[src/rtl/hpd_irq_pkg.sv]
package hpd_irq_pkg;
  typedef logic [2:0] reg_addr_t;

  localparam reg_addr_t ADR_FILT = 3'd0;
  localparam reg_addr_t ADR_STAT = 3'd1;
  localparam reg_addr_t ADR_CLR  = 3'd2;
  localparam reg_addr_t ADR_MASK = 3'd3;
  localparam reg_addr_t ADR_LVL  = 3'd4;

  localparam int SRC_N    = 3;
  localparam int BIT_CORE = 0;
  localparam int BIT_RISE = 1;
  localparam int BIT_FALL = 2;
endpackage

[src/rtl/hpd_sync.sv]
module hpd_sync #(
  parameter int STAGES = 2
) (
  input  logic clk,
  input  logic rst,
  input  logic d,
  output logic q
);
  logic [STAGES-1:0] chain;

  always_ff @(posedge clk) begin
    if (rst) chain <= '0;
    else     chain <= {chain[STAGES-2:0], d};
  end

  assign q = chain[STAGES-1];
endmodule

[src/rtl/hpd_glitch_filter.sv]
module hpd_glitch_filter #(
  parameter int PRESC_W = 4,
  parameter int CNT_W   = 12
) (
  input  logic               clk,
  input  logic               rst,
  input  logic               smp_i,
  input  logic [PRESC_W-1:0] presc_i,
  input  logic [CNT_W-1:0]   need_i,
  output logic               level_o
);
  logic [PRESC_W-1:0] pc_q;
  logic [CNT_W-1:0]   run_q;
  logic               lvl_q;
  logic               tick;
  logic [CNT_W:0]     need_eff;
  logic [CNT_W:0]     run_inc;

  assign tick     = (pc_q >= presc_i);
  assign need_eff = (need_i == '0) ? (CNT_W+1)'(1) : {1'b0, need_i};
  assign run_inc  = {1'b0, run_q} + (CNT_W+1)'(1);

  always_ff @(posedge clk) begin
    if (rst) begin
      pc_q  <= '0;
      run_q <= '0;
      lvl_q <= 1'b0;
    end else begin
      pc_q <= tick ? '0 : pc_q + 1'b1;
      if (tick) begin
        if (smp_i != lvl_q) begin
          if (run_inc >= need_eff) begin
            lvl_q <= smp_i;
            run_q <= '0;
          end else begin
            run_q <= run_inc[CNT_W-1:0];
          end
        end else begin
          run_q <= '0;
        end
      end
    end
  end

  assign level_o = lvl_q;

  // the level holds between prescaler ticks
  p_hold_off_tick_r7: assert property (@(posedge clk) disable iff (rst)
    !tick |=> $stable(lvl_q));
  // a level change always adopts the value that was sampled
  p_follow_sample_r7: assert property (@(posedge clk) disable iff (rst)
    !$stable(lvl_q) |-> (lvl_q == $past(smp_i)));
endmodule

[src/rtl/hpd_event_regs.sv]
module hpd_event_regs
  import hpd_irq_pkg::*;
(
  input  logic             clk,
  input  logic             rst,
  input  logic             level_i,
  input  logic             core_i,
  input  logic             clr_we_i,
  input  logic [SRC_N-1:0] clr_bits_i,
  input  logic [SRC_N-1:0] mask_i,
  output logic [SRC_N-1:0] sts_o,
  output logic             irq_o
);
  logic             lvl_d;
  logic             core_q;
  logic             irq_q;
  logic [SRC_N-1:0] evt;
  logic [SRC_N-1:0] sts;

  assign evt[BIT_CORE] = 1'b0;
  assign evt[BIT_RISE] = level_i & ~lvl_d;
  assign evt[BIT_FALL] = ~level_i & lvl_d;

  always_ff @(posedge clk) begin
    if (rst) begin
      lvl_d  <= 1'b0;
      core_q <= 1'b0;
    end else begin
      lvl_d  <= level_i;
      core_q <= core_i;
    end
  end

  assign sts[BIT_CORE] = core_q;

  for (genvar k = BIT_RISE; k < SRC_N; k++) begin : g_sticky
    logic bit_q;
    always_ff @(posedge clk) begin
      if (rst) bit_q <= 1'b0;
      else     bit_q <= evt[k] | (bit_q & ~(clr_we_i & clr_bits_i[k]));
    end
    assign sts[k] = bit_q;
  end

  always_ff @(posedge clk) begin
    if (rst) irq_q <= 1'b0;
    else     irq_q <= |(sts & mask_i);
  end

  assign sts_o = sts;
  assign irq_o = irq_q;

  p_rise_sets_r1: assert property (@(posedge clk) disable iff (rst)
    $rose(level_i) |=> sts[BIT_RISE]);
  p_fall_sets_r2: assert property (@(posedge clk) disable iff (rst)
    $fell(level_i) |=> sts[BIT_FALL]);
  p_core_mirror_r3: assert property (@(posedge clk) disable iff (rst)
    core_i |=> sts[BIT_CORE]);
  p_zero_keeps_r4: assert property (@(posedge clk) disable iff (rst)
    (sts[BIT_RISE] && !(clr_we_i && clr_bits_i[BIT_RISE])) |=> sts[BIT_RISE]);
  p_one_clears_r4: assert property (@(posedge clk) disable iff (rst)
    (clr_we_i && clr_bits_i[BIT_FALL] && !$fell(level_i)) |=> !sts[BIT_FALL]);
  p_masked_quiet_r5: assert property (@(posedge clk) disable iff (rst)
    (mask_i == '0) |=> !irq_q);
  p_event_wins_r6: assert property (@(posedge clk) disable iff (rst)
    ($rose(level_i) && clr_we_i && clr_bits_i[BIT_RISE]) |=> sts[BIT_RISE]);
endmodule

[src/rtl/hpd_irq_ctrl.sv]
module hpd_irq_ctrl
  import hpd_irq_pkg::*;
#(
  parameter int              DATA_W      = 32,
  parameter int              PRESC_W     = 4,
  parameter int              CNT_W       = 12,
  parameter int              SYNC_STAGES = 2,
  parameter logic [15:0]     FILT_RST    = 16'hA0A0
) (
  input  logic              clk,
  input  logic              rst,
  input  logic              hpd_in,
  input  logic              core_irq_in,
  input  logic              cfg_we,
  input  logic [2:0]        cfg_addr,
  input  logic [DATA_W-1:0] cfg_wdata,
  output logic [DATA_W-1:0] cfg_rdata,
  output logic              irq_o,
  output logic              hpd_level_o
);
  localparam int FILT_W = PRESC_W + CNT_W;

  logic [FILT_W-1:0] filt_q;
  logic [SRC_N-1:0]  mask_q;
  logic [DATA_W-1:0] rdata_q;
  logic              smp;
  logic              level;
  logic [SRC_N-1:0]  sts;
  logic              clr_we;

  assign clr_we = cfg_we && (cfg_addr == ADR_CLR);

  always_ff @(posedge clk) begin
    if (rst) begin
      filt_q <= FILT_RST[FILT_W-1:0];
      mask_q <= '0;
    end else if (cfg_we) begin
      if (cfg_addr == ADR_FILT) filt_q <= cfg_wdata[FILT_W-1:0];
      if (cfg_addr == ADR_MASK) mask_q <= cfg_wdata[SRC_N-1:0];
    end
  end

  hpd_sync #(.STAGES(SYNC_STAGES)) u_sync (
    .clk (clk),
    .rst (rst),
    .d   (hpd_in),
    .q   (smp)
  );

  hpd_glitch_filter #(.PRESC_W(PRESC_W), .CNT_W(CNT_W)) u_filt (
    .clk     (clk),
    .rst     (rst),
    .smp_i   (smp),
    .presc_i (filt_q[FILT_W-1:CNT_W]),
    .need_i  (filt_q[CNT_W-1:0]),
    .level_o (level)
  );

  hpd_event_regs u_evt (
    .clk        (clk),
    .rst        (rst),
    .level_i    (level),
    .core_i     (core_irq_in),
    .clr_we_i   (clr_we),
    .clr_bits_i (cfg_wdata[SRC_N-1:0]),
    .mask_i     (mask_q),
    .sts_o      (sts),
    .irq_o      (irq_o)
  );

  always_ff @(posedge clk) begin
    if (rst) begin
      rdata_q <= '0;
    end else begin
      case (cfg_addr)
        ADR_FILT: rdata_q <= DATA_W'(filt_q);
        ADR_STAT: rdata_q <= DATA_W'(sts);
        ADR_MASK: rdata_q <= DATA_W'(mask_q);
        ADR_LVL:  rdata_q <= DATA_W'(level);
        default:  rdata_q <= '0;
      endcase
    end
  end

  assign cfg_rdata   = rdata_q;
  assign hpd_level_o = level;

  p_mask_write_r5: assert property (@(posedge clk) disable iff (rst)
    (cfg_we && cfg_addr == ADR_MASK) |=> (mask_q == $past(cfg_wdata[SRC_N-1:0])));
  p_clr_reads_zero_r10: assert property (@(posedge clk) disable iff (rst)
    (cfg_addr == ADR_CLR) |=> (cfg_rdata == '0));
endmodule

[config.mk]
export PLATFORM = sky130hd
export DESIGN_NAME = hpd_irq_ctrl
export DESIGN_NICKNAME = d
export VERILOG_FILES = /design/src/rtl/hpd_irq_pkg.sv /design/src/rtl/hpd_sync.sv /design/src/rtl/hpd_glitch_filter.sv /design/src/rtl/hpd_event_regs.sv /design/src/rtl/hpd_irq_ctrl.sv
export SDC_FILE = /design/constraint.sdc
export NUM_CORES = 1
export LEC_CHECK = 0
export BUFFER_PORTS_ARGS = -buffer_cell sky130_fd_sc_hd__clkbuf_2
export CORE_UTILIZATION = 45
export CTS_BUF_LIST = sky130_fd_sc_hd__clkbuf_8 sky130_fd_sc_hd__clkbuf_16
export DETAILED_ROUTE_END_ITERATION = 6
export GPL_TIMING_DRIVEN = 1
export PLACE_DENSITY = 0.72
export SLEW_MARGIN = 15
export SYNTH_ARGS = -nofsm -noshare
export SYNTH_HDL_FRONTEND = slang
export SYNTH_SLANG_ARGS = --single-unit
[constraint.sdc]
create_clock -name clk -period 2.6 [get_ports clk]
set_input_delay 0.26 -clock clk [delete_from_list [all_inputs] [get_ports clk]]
set_output_delay 0.26 -clock clk [all_outputs]
set_load 0.03 [all_outputs]
### Word level (Yosys, flattened, before mapping)

Index checks and enable logic that the tools add are counted.

| storage, ports and cells | value |
|---|---|
| flip-flop bits (word level) | 75 |
| input port bits | 40 |
| output and inout bits | 34 |
| word-level logic and storage cells | 46 |

| cells by class | value |
|---|---|
| add/sub/neg operators | 2 |
| order comparisons | 2 |
| eq/ne operators | 5 |
| multiplexer cells | 4 |
| bitwise gates (word level) | 13 |
| reductions and logical operators | 8 |

Operator list:

| cell | count |
|---|---|
| 16-bit one-hot mux with 4 select lines | 1 |
| 12-bit two-way mux | 3 |
| 12-bit by 1-bit adder with 13-bit output, second input constant | 1 |
| 13-bit greater-or-equal comparator | 1 |
| 12-bit zero test | 1 |
| 1-bit AND | 6 |
| 3-bit by 2-bit == test with 1-bit output, second input constant | 2 |
| 4-bit by 1-bit adder with 4-bit output, second input constant | 1 |
| 4-bit greater-or-equal comparator | 1 |
| 1-bit inverter | 4 |
| 2-bit AND reduction | 2 |
| 3-bit AND | 1 |
| 3-bit by 1-bit == test with 1-bit output, second input constant | 1 |
| 3-bit == test, second input constant | 1 |
| 3-bit zero test | 1 |
| 3-bit AND reduction | 1 |
| 3-bit OR reduction | 1 |
| 1-bit OR | 2 |
| 2-bit OR reduction | 1 |
| 1-bit logical AND | 1 |
| 1-bit != test | 1 |

### Depth between registers and ports, before layout

Gate-level depths: netlist of the first run.

| logic depth | value |
|---|---|
| word-level depth | 6 |
| mapped depth | 12 |
| mapped depth without buffers | 12 |

### By module

Synthesis of the first run repeated with hierarchy kept, for this count alone.

| second synthesis, totals | value |
|---|---|
| cell total of the unflattened synthesis | 320 |
| area total of the unflattened synthesis | 2,884.0 um^2 |

Modules (own cells, without submodules):

| module | times used | cells each | area each (um^2) | seq. area each (um^2) |
|---|---|---|---|---|
| hpd_irq_ctrl | 1 | 148 | 1,367.6 | 700.7 |
| hpd_glitch_filter | 1 | 150 | 1,271.2 | 340.3 |
| hpd_event_regs | 1 | 18 | 192.7 | 100.1 |
| hpd_sync | 1 | 4 | 52.6 | 40.0 |

### Worst setup path after synthesis of the first run

OpenSTA, ideal clock, no wires.

| timing | value |
|---|---|
| path type | register -> register |
| start | register u_filt.run_q[0] |
| end | register u_filt.lvl_q (netlist: u_filt.level_o) |
| setup time | 0.123 ns |
| arrival time | 2.532 ns |
| required time | 2.477 ns |
| setup slack | -0.055 ns |
| cell stages (with the launch flop) | 12 |
| buffers on the path | 0 |
| period minus slack after synthesis | 2.655 ns |
| cells stage by stage | dfxtp_1 ha_1 nand4_1 nor2_2 nand3_1 xnor2_1 ha_1 a21o_1 a21oi_1 nand4_2 nand2_1 mux2_1 |

| between the ends | value |
|---|---|
| word-level cells in the longest chain between the ends | 3 |

Ends and longest elaborated chain:

| item | line | RTL |
|---|---|---|
| start, declared | hpd_glitch_filter.sv:13 | `logic [CNT_W-1:0] run_q;` |
| start signal, assigned | hpd_glitch_filter.sv:36 | `run_q <= run_inc[CNT_W-1:0];` |
| 12-bit by 1-bit adder with 13-bit output | hpd_glitch_filter.sv:21 | `assign run_inc = {1'b0, run_q} + (CNT_W+1)'(1);` |
| 13-bit greater-or-equal comparator | hpd_glitch_filter.sv:32 | `if (run_inc >= need_eff) begin` |
| 3-bit AND reduction (no line) | - |  |
| end signal, assigned | hpd_glitch_filter.sv:33 | `lvl_q <= smp_i;` |
| end, declared | hpd_glitch_filter.sv:14 | `logic lvl_q;` |

Every way passes these cells.
A chain may end at the register's enable or synchronous reset.

### Final worst setup path of the first run

| timing | value |
|---|---|
| start | register u_filt.run_q[2] |
| end | register u_filt.run_q[6] |

| between the ends | value |
|---|---|
| word-level cells in the longest chain between the ends | 4 |

Ends and longest elaborated chain:

| item | line | RTL |
|---|---|---|
| 12-bit by 1-bit adder with 13-bit output (*) | hpd_glitch_filter.sv:21 |  |
| 13-bit greater-or-equal comparator | hpd_glitch_filter.sv:32 |  |
| 12-bit two-way mux (*) | hpd_glitch_filter.sv:32 |  |
| 12-bit two-way mux (*) | hpd_glitch_filter.sv:31 | `if (smp_i != lvl_q) begin` |

Every way passes the cells marked *; elsewhere a longest branch is shown, timed or not.

==> qor.log, run 1 <==
qor: status.run_status finished with violations
qor: status.failed_checks negative setup slack
qor: worst_setup_path.crit-reg2reg-launch u_filt.run_q[2]
qor: timing.slew_at_the_pin_closest_to_its_max_slew_limit 586.2 ps
qor: timing.clock_tree_skew_after_final_layout 5.034 ps
qor: cts.clk_pin_slew_worst_paths 70 ps
qor: detailed_routing.drt.antenna.violating_nets 0
qor: placement.detail_placement_hpwl 4255 um
qor: power.power.switching_fraction 24.31%
qor: detailed_routing.vias_per_cell 4.987
qor: worst_setup_path.cp_max_fo 6
qor: timing.finalCritPeriodShare 100.4%
qor: worst_hold_path.hold_start cfg_wdata[15]
qor: yosys.synth_top_area_share 41.79%
qor: timing.slew_headroom 60.92%
qor: yosys.synth_area 2826 um2
qor: timing.totalNegativeSetupSlack -14.34 ps
qor: yosys.synth.ff_latch_count 59
qor: yosys.syn_avg_cell_area 8.916 um2
qor: yosys.ys_seq_area_share 41.79%
qor: power.total_leakage_power 1.592 nW
qor: worst_setup_path.critical_path.cell_chain and3_4, and3_4, nand3_4, nor3_2, xor2_1, ha_1, nand3_2, nor3_2, o41ai_2, nand4_4, nor3_4, buf_6, a221o_1
qor: yosys.synth-compound-area-share 12.97%
qor: yosys.async_reset_ff_share 0%
qor: worst_setup_path.cp-start-kind flop
qor: worst_setup_path.critical-path-top-delay-family simple AND/OR/NAND/NOR gates
qor: timing.period_needed 2609 ps
qor: worst_setup_path.critical_path.endpoint_type flop
qor: global_route.grt_pass1_wl 9515 um
qor: timing.maxClockFrequency 383.3 MHz
qor: global_route.antenna_found_initial 0
qor: finish.num-nets-final 439
qor: detailed_routing.num_vias 2299
qor: floorplanning.io_pins 74
qor: worst_setup_path.worstSetupPathType flop to flop
qor: floorplanning.fp.coreArea 5991 um2
qor: detailed_routing.route.top_layer_used met4
qor: job.maxCapViolations 0
qor: global_route.grt_max_degree 22
qor: detailed_routing.detail_route.first_pass.iterations 5
qor: cts.clk-insertion-delay-late 340 ps
qor: cts.tritoncts.num_buffers 9
qor: yosys.synth_top_family_by_area simple AND/OR/NAND/NOR gates
qor: floorplanning.std_cell_rows 28
qor: yosys.ys_warn_count 0
qor: yosys.synth_enable_flop_cells 0
qor: placement.post-place-cells 441
qor: finish.area_taken_by_multi_input_logic_gates 1579 um2
qor: detailed_routing.post_drt_wl_per_cell 12.68 um
qor: finish.ff_latch_area 1190 um2
qor: placement.detailedPlace.worstSlack -169.7 ps
qor: worst_setup_path.number_of_buffers_and_inverters_on_the_critical_path 1
qor: placement.gpl.final_weighted_congestion 0.7987
qor: placement.placement.io_buffers 41
qor: detailed_routing.initial_drt_markers 87
qor: detailed_routing.totalWireLength 5844 um
qor: power.power.switching 0.4574 mW
qor: worst_setup_path.launch_point_of_the_critical_path u_filt.run_q[2]
qor: cts.cts_tree built
qor: worst_setup_path.cp.arrival 2840 ps
qor: finish.final_layout_size_suffix_gt1_share 27.98%
qor: finish.layout.cells.most_common_list 54 x dfxtp_1, 41 x clkbuf_2, 38 x nand2_1
qor: cts.cts-root-buf clkbuf_8
qor: yosys.adder_cell_area_share_of_the_yosys_netlist 7.968%
qor: floorplanning.start_util 47.18%
qor: floorplanning.floorplan.die_area 6602 um2
qor: placement.placed_area 3183 um2
qor: detailed_routing.wl_met2 2861 um
qor: yosys.dominantRegCellSynth dfxtp_1
qor: yosys.ys_types 45
qor: yosys.synthesis.instances 317
qor: worst_setup_path.slowest_stage dfxtp_2
qor: power.seq_power_share 49.5%
qor: worst_setup_path.crit_required 2830 ps
qor: worst_setup_path.r2r_setup_slack -9 ps
qor: finish.final_cell_area 3513 um2
qor: timing.rsz0062_at_grt true
qor: finish.syn_to_final_growth 24.30%
qor: finish.final-instance-count-excl-fill 461
qor: detailed_routing.length_of_routed_wiring_on_met1 2599 um
qor: power.p_per_area 535.5 nW/um2
qor: floorplanning.die_w 81.25 um
qor: cts.cts_hold_buf 0
qor: timing.maxSlewViolCount 0
qor: power.p_int 1.424 mW
qor: finish.insertedDiodeCount 0
qor: global_route.globalRoute.totalOverflow 0
qor: detailed_routing.met3_length 255 um
qor: yosys.yosys-top-cells-area dfxtp_1 42%, ha_1 8.0%, nand2_1 5.0%, buf_4 4.2%, a21oi_1 3.5%
qor: timing.final.setup.worst_slack -9.160 ps
qor: yosys.yosysTopAreaCell dfxtp_1
qor: yosys.synthMuxAreaShare 2.523%
qor: global_route.grt_usage 19.44%
qor: cts.cts.htree.levels 3
qor: finish.final_common_cell dfxtp_1
qor: power.pwr-share-comb 7.3%
qor: worst_hold_path.worstHoldPathType primary input to flop
qor: floorplanning.chipHeight 81.25 um
qor: worst_setup_path.cp_slowest_stage_delay 330 ps
qor: cts.cts.sink_count 59
qor: yosys.yosys.area_share.simple 23.37%
qor: yosys.post_synth_xor_area_fraction 3.409%
qor: timing.hold_violations 0
qor: timing.finalSetupViolations 2
qor: cts.max-clock-path-buffers 2
qor: detailed_routing.drc 0
qor: power.vdd_ir_drop_max 0.4946 mV
qor: power.clockPowerShare 43.1%
qor: global_route.number_of_global_route_vias_before_repair 2132
qor: finish.fillCellCount 535
synthesized netlist by cell type (all sizes together) (4+ instances only):
cell    number
dfxtp       59
nand2       38
nor2        25
a21oi       20
ha          18
buf         16
inv         16
and2        15
nand3       15
clkbuf      11
nor2b        9
nor3         8
a22o         7
mux2i        6
xor2         6
nor4         5
xnor2        5
a211o        4
a31oi        4
final timing paths:
| check | depth (start not counted) | end |
|---|---|---|
| hold reg to reg | 1 | u_sync.chain[1] |
| hold / removal | 2 | filt_q[15] |
| setup / recovery | 13 | u_filt.run_q[6] |
| setup reg to reg | 13 | u_filt.run_q[6] |
what timing repair did:
item | in CTS | in global routing
resized for setup | 19 | 4
buffers inserted | 4 | 0
pin swaps | 16 | 1
gates cloned | 0 | 0
setup endpoints to repair | 13 | 13
power by group through the flow:
stage / combinational (mW) / sequential [mW] / clock, mW
after global placement: 0.132 / 0.953 / 0
final: 0.138 / 0.932 / 0.812
after global routing: 0.153 / 0.933 / 0.869
after CTS: 0.137 / 0.932 / 0.837
after floorplan: 0.111 / 0.954 / 0
after detailed placement: 0.134 / 0.953 / 0
state kept, by name (all words and copies together) (netlist names), 2 cells and up:
name / count
cfg_rdata: 16
u_evt.g_sticky.bit_q: 2
u_filt.pc_q: 4
u_sync.chain: 2
u_filt.run_q: 12
filt_q: 16
mask_q: 3
per-layer routing:
layer / vias up / global-route usage [%]
li1: 1182 / -
met1: 1046 / 22.59
met2: 60 / 32.27
met3: 11 / 5.843
met4: 0 / 9.821
met5: - / 0
cell type report:
class	count	share of cell area, %
Tap cell	75	2.671
Multi-Input combinational cell	230	44.94
Sequential cell	59	33.87
Inverter	16	1.709
Clock buffer	10	3.917
Clock inverter	6	1.603
Timing Repair Buffer	65	11.29
metrics by stage:
step	hold WS [ps]	utilization [%]	power, mW
2_1_floorplan	339.3	-	1.065
3_3_place_gp	421.0	53.13	1.085
3_5_place_dp	438.5	53.13	1.087
4_1_cts	110.1	58.42	1.906
5_1_grt	116.7	58.65	1.954
6_report	123.3	58.65	1.882
logic make-up after synthesis:
| group | Yosys count |
|---|---|
| compound gates | 50 |
| xor+xnor | 11 |
| fa+ha+maj | 18 |
| buf+inv | 43 |
| flops | 59 |
| mux | 7 |
| other cells | 1 |
| simple gates | 128 |
Power figures use the tool's default switching activity.
==> run 2: changes to the inputs <==
--- a/config.mk
+++ b/config.mk
@@ -10,7 +10,7 @@
 export CTS_BUF_LIST = sky130_fd_sc_hd__clkbuf_8 sky130_fd_sc_hd__clkbuf_16
 export DETAILED_ROUTE_END_ITERATION = 6
 export GPL_TIMING_DRIVEN = 1
-export PLACE_DENSITY = 0.72
+export PLACE_DENSITY = 0.7
 export SLEW_MARGIN = 15
 export SYNTH_ARGS = -nofsm -noshare
 export SYNTH_HDL_FRONTEND = slang
==> constraint.sdc (replaced) <==
create_clock -name clk -period 3.3 [get_ports clk]
set_input_delay 0.33 -clock clk [delete_from_list [all_inputs] [get_ports clk]]
set_output_delay 0.33 -clock clk [all_outputs]
set_load 0.03 [all_outputs]
==> run 2 against run 1 <==
Effect of this change:
- total power fell by 21%
- critical endpoint is now u_filt.run_q[8]
- the run now ends clean
- cell area fell by 7.2%
- die area did not move
==> qor.log, run 2 (synthesized netlist as in run 1, its figures left out) <==
qor: detailed_routing.num_vias 2265 [-1.5%]
qor: worst_setup_path.cp.arrival 3250 ps [+410 ps]
qor: cts.tritoncts.num_buffers 9 [unchanged]
qor: floorplanning.floorplan.die_area 6602 um2 [unchanged]
qor: timing.maxSlewViolCount 0 [unchanged]
qor: worst_hold_path.hold-path-cell-count 2 [unchanged]
qor: global_route.grt_pass1_wl 9459 um [-0.59%]
qor: cts.cts.htree.levels 3 [unchanged]
qor: detailed_routing.detail_route.first_pass.iterations 4 [-1]
qor: timing.period_needed 3030 ps [+420.5 ps]
qor: detailed_routing.drc 0 [unchanged]
qor: placement.detail_placement_hpwl 4094 um [-3.8%]
qor: finish.syn_to_final_growth 15.36%
qor: worst_setup_path.cp_max_fo 8 [+2]
qor: cts.cts.sink_count 59 [unchanged]
qor: cts.clk_pin_slew_worst_paths 70 ps [about the same]
qor: finish.final_common_cell dfxtp_1
qor: status.run_status finished clean
qor: timing.slew_headroom 46.24% [-15 points]
qor: timing.rsz0062_at_grt false
qor: timing.fin_worst_hold_slack 193.4 ps [+70.08 ps]
qor: finish.layout.cells.most_common_list 59 x dfxtp_1, 41 x clkbuf_2, 38 x nand2_1
qor: worst_setup_path.worstSetupPathType flop to flop
qor: power.p_per_area 454.0 nW/um2 [-15%]
qor: timing.totalNegativeSetupSlack 0 ps [+14.34 ps]
qor: timing.final.setup.worst_slack 270.3 ps [+279.5 ps]
qor: placement.placement.io_buffers 41 [unchanged]
qor: finish.num-nets-final 420 [-4.3%]
qor: floorplanning.chipHeight 81.25 um [unchanged]
qor: worst_setup_path.crit_required 3520 ps [+690 ps]
qor: timing.clock_tree_skew_after_final_layout 7.454 ps [+2.420 ps]
qor: worst_setup_path.critical_path.cell_chain ha_1, nand4_1, nor2_2, nand3_1, xnor2_1, ha_1, nand3_1, nor3_1, o41ai_2, nand4_4, nor3_4, buf_4, a221o_1
qor: floorplanning.io_pins 74 [unchanged]
qor: worst_setup_path.crit-reg2reg-launch u_filt.run_q[0]
qor: timing.finalSetupViolations 0 [-2]
qor: worst_setup_path.critical_path.endpoint_type flop
qor: global_route.globalRoute.totalOverflow 0 [unchanged]
qor: placement.gpl.final_weighted_congestion 0.7588 [-5.0%]
qor: finish.final_layout_size_suffix_gt1_share 19.62% [-8.4 points]
qor: power.vdd_ir_drop_max 0.4054 mV [-18%]
qor: placement.detailedPlace.worstSlack 235.5 ps [+405.2 ps]
qor: floorplanning.std_cell_rows 28 [unchanged]
qor: cts.max-clock-path-buffers 2 [unchanged]
qor: cts.cts-root-buf clkbuf_8
qor: worst_hold_path.hold_start cfg_wdata[15]
qor: worst_setup_path.reg2reg_depth 13 [unchanged]
qor: finish.fillCellCount 551 [+3.0%]
qor: detailed_routing.initial_drt_markers 85 [-2.3%]
qor: timing.finalCritPeriodShare 91.81% [-8.5 points]
qor: cts.cts_tree built
qor: timing.slew_at_the_pin_closest_to_its_max_slew_limit 803.4 ps [+217.2 ps]
qor: detailed_routing.post_drt_wl_per_cell 12.68 um [about the same]
qor: worst_setup_path.slowest_stage dfxtp_1
qor: worst_hold_path.worstHoldPathType primary input to flop
qor: global_route.antenna_found_initial 0 [unchanged]
qor: timing.hold_violations 0 [unchanged]
qor: power.total_leakage_power 1.473 nW [-7.5%]
qor: power.post-layout-total-power 1.480 mW [-21%]
qor: timing.maxClockFrequency 330.1 MHz [-14%]
qor: detailed_routing.drt.antenna.violating_nets 0 [unchanged]
qor: finish.insertedDiodeCount 0 [unchanged]
qor: global_route.grt_usage 19.33% [-0.12 points]
qor: cts.clk-insertion-delay-late 340 ps [about the same]
qor: detailed_routing.totalWireLength 5605 um [-4.1%]
qor: global_route.grt_max_degree 31 [+41%]
qor: worst_setup_path.cp_slowest_stage_delay 440 ps [+110 ps]
qor: floorplanning.die_w 81.25 um [unchanged]
qor: worst_setup_path.cp-start-kind flop
qor: global_route.number_of_global_route_vias_before_repair 2130 [-0.094%]
qor: worst_setup_path.launch_point_of_the_critical_path u_filt.run_q[0]
qor: floorplanning.start_util 47.18% [unchanged]
qor: detailed_routing.vias_per_cell 5.124 [+2.8%]
qor: floorplanning.fp.coreArea 5991 um2 [unchanged]
qor: job.maxCapViolations 0 [unchanged]
run 2: repair_timing:
item | CTS | global route
setup buffers | 0 | 2
setup endpoints to repair | 0 | 5
gates resized for setup | 0 | 1
hold buffers | 0 | 0
run 2: worst paths after layout:
kind | end | slack [ps]
max | u_filt.run_q[8] | 270
min | filt_q[15] | 190
max reg2reg | u_filt.run_q[8] | 270
min reg2reg | u_sync.chain[1] | 440
run 2: critical path, delay by kind of cell, from the launching register on:
family	cells	cell delay, ps
buf+inv	1	160
xor+xnor	1	180
compound gates	2	480
fa+ha+maj	2	520
flops	1	440
simple gates	7	1120
run 2: area by class of cell:
type / instances / area, um2 / area share, %
clock buffers: 10 / 137.6 / 4.221
clock inverters: 6 / 56.30 / 1.727
inverters: 16 / 60.06 / 1.842
multi-input cells: 230 / 1489 / 45.66
flip-flops and latches: 59 / 1181 / 36.22
well taps: 75 / 93.84 / 2.878
repair buffers: 46 / 242.7 / 7.444
run 2: metal layers:
layer	up-vias	part of all wire [%]	global-route usage [%]
met5	-	0	0
met4	0	1.5	7.500
met3	6	4.8	6.854
met2	55	48	32.18
met1	1054	46	22.59
li1	1150	-	-
run 2: power breakdown:
part	switching (mW)	leakage (nW)	internal (mW)
Sequential	0.00949	0.478	0.725
Clock	0.279	0.103	0.362
Combinational	0.0718	0.892	0.0329
run 2: stage by stage:
stage	area [um2]	instances	util, %
floorplan	2883	332	-
global placement	3043	424	50.79
detailed placement	3043	424	50.79
CTS	3237	440	54.03
global route	3261	442	54.43
finish	3261	442	54.43
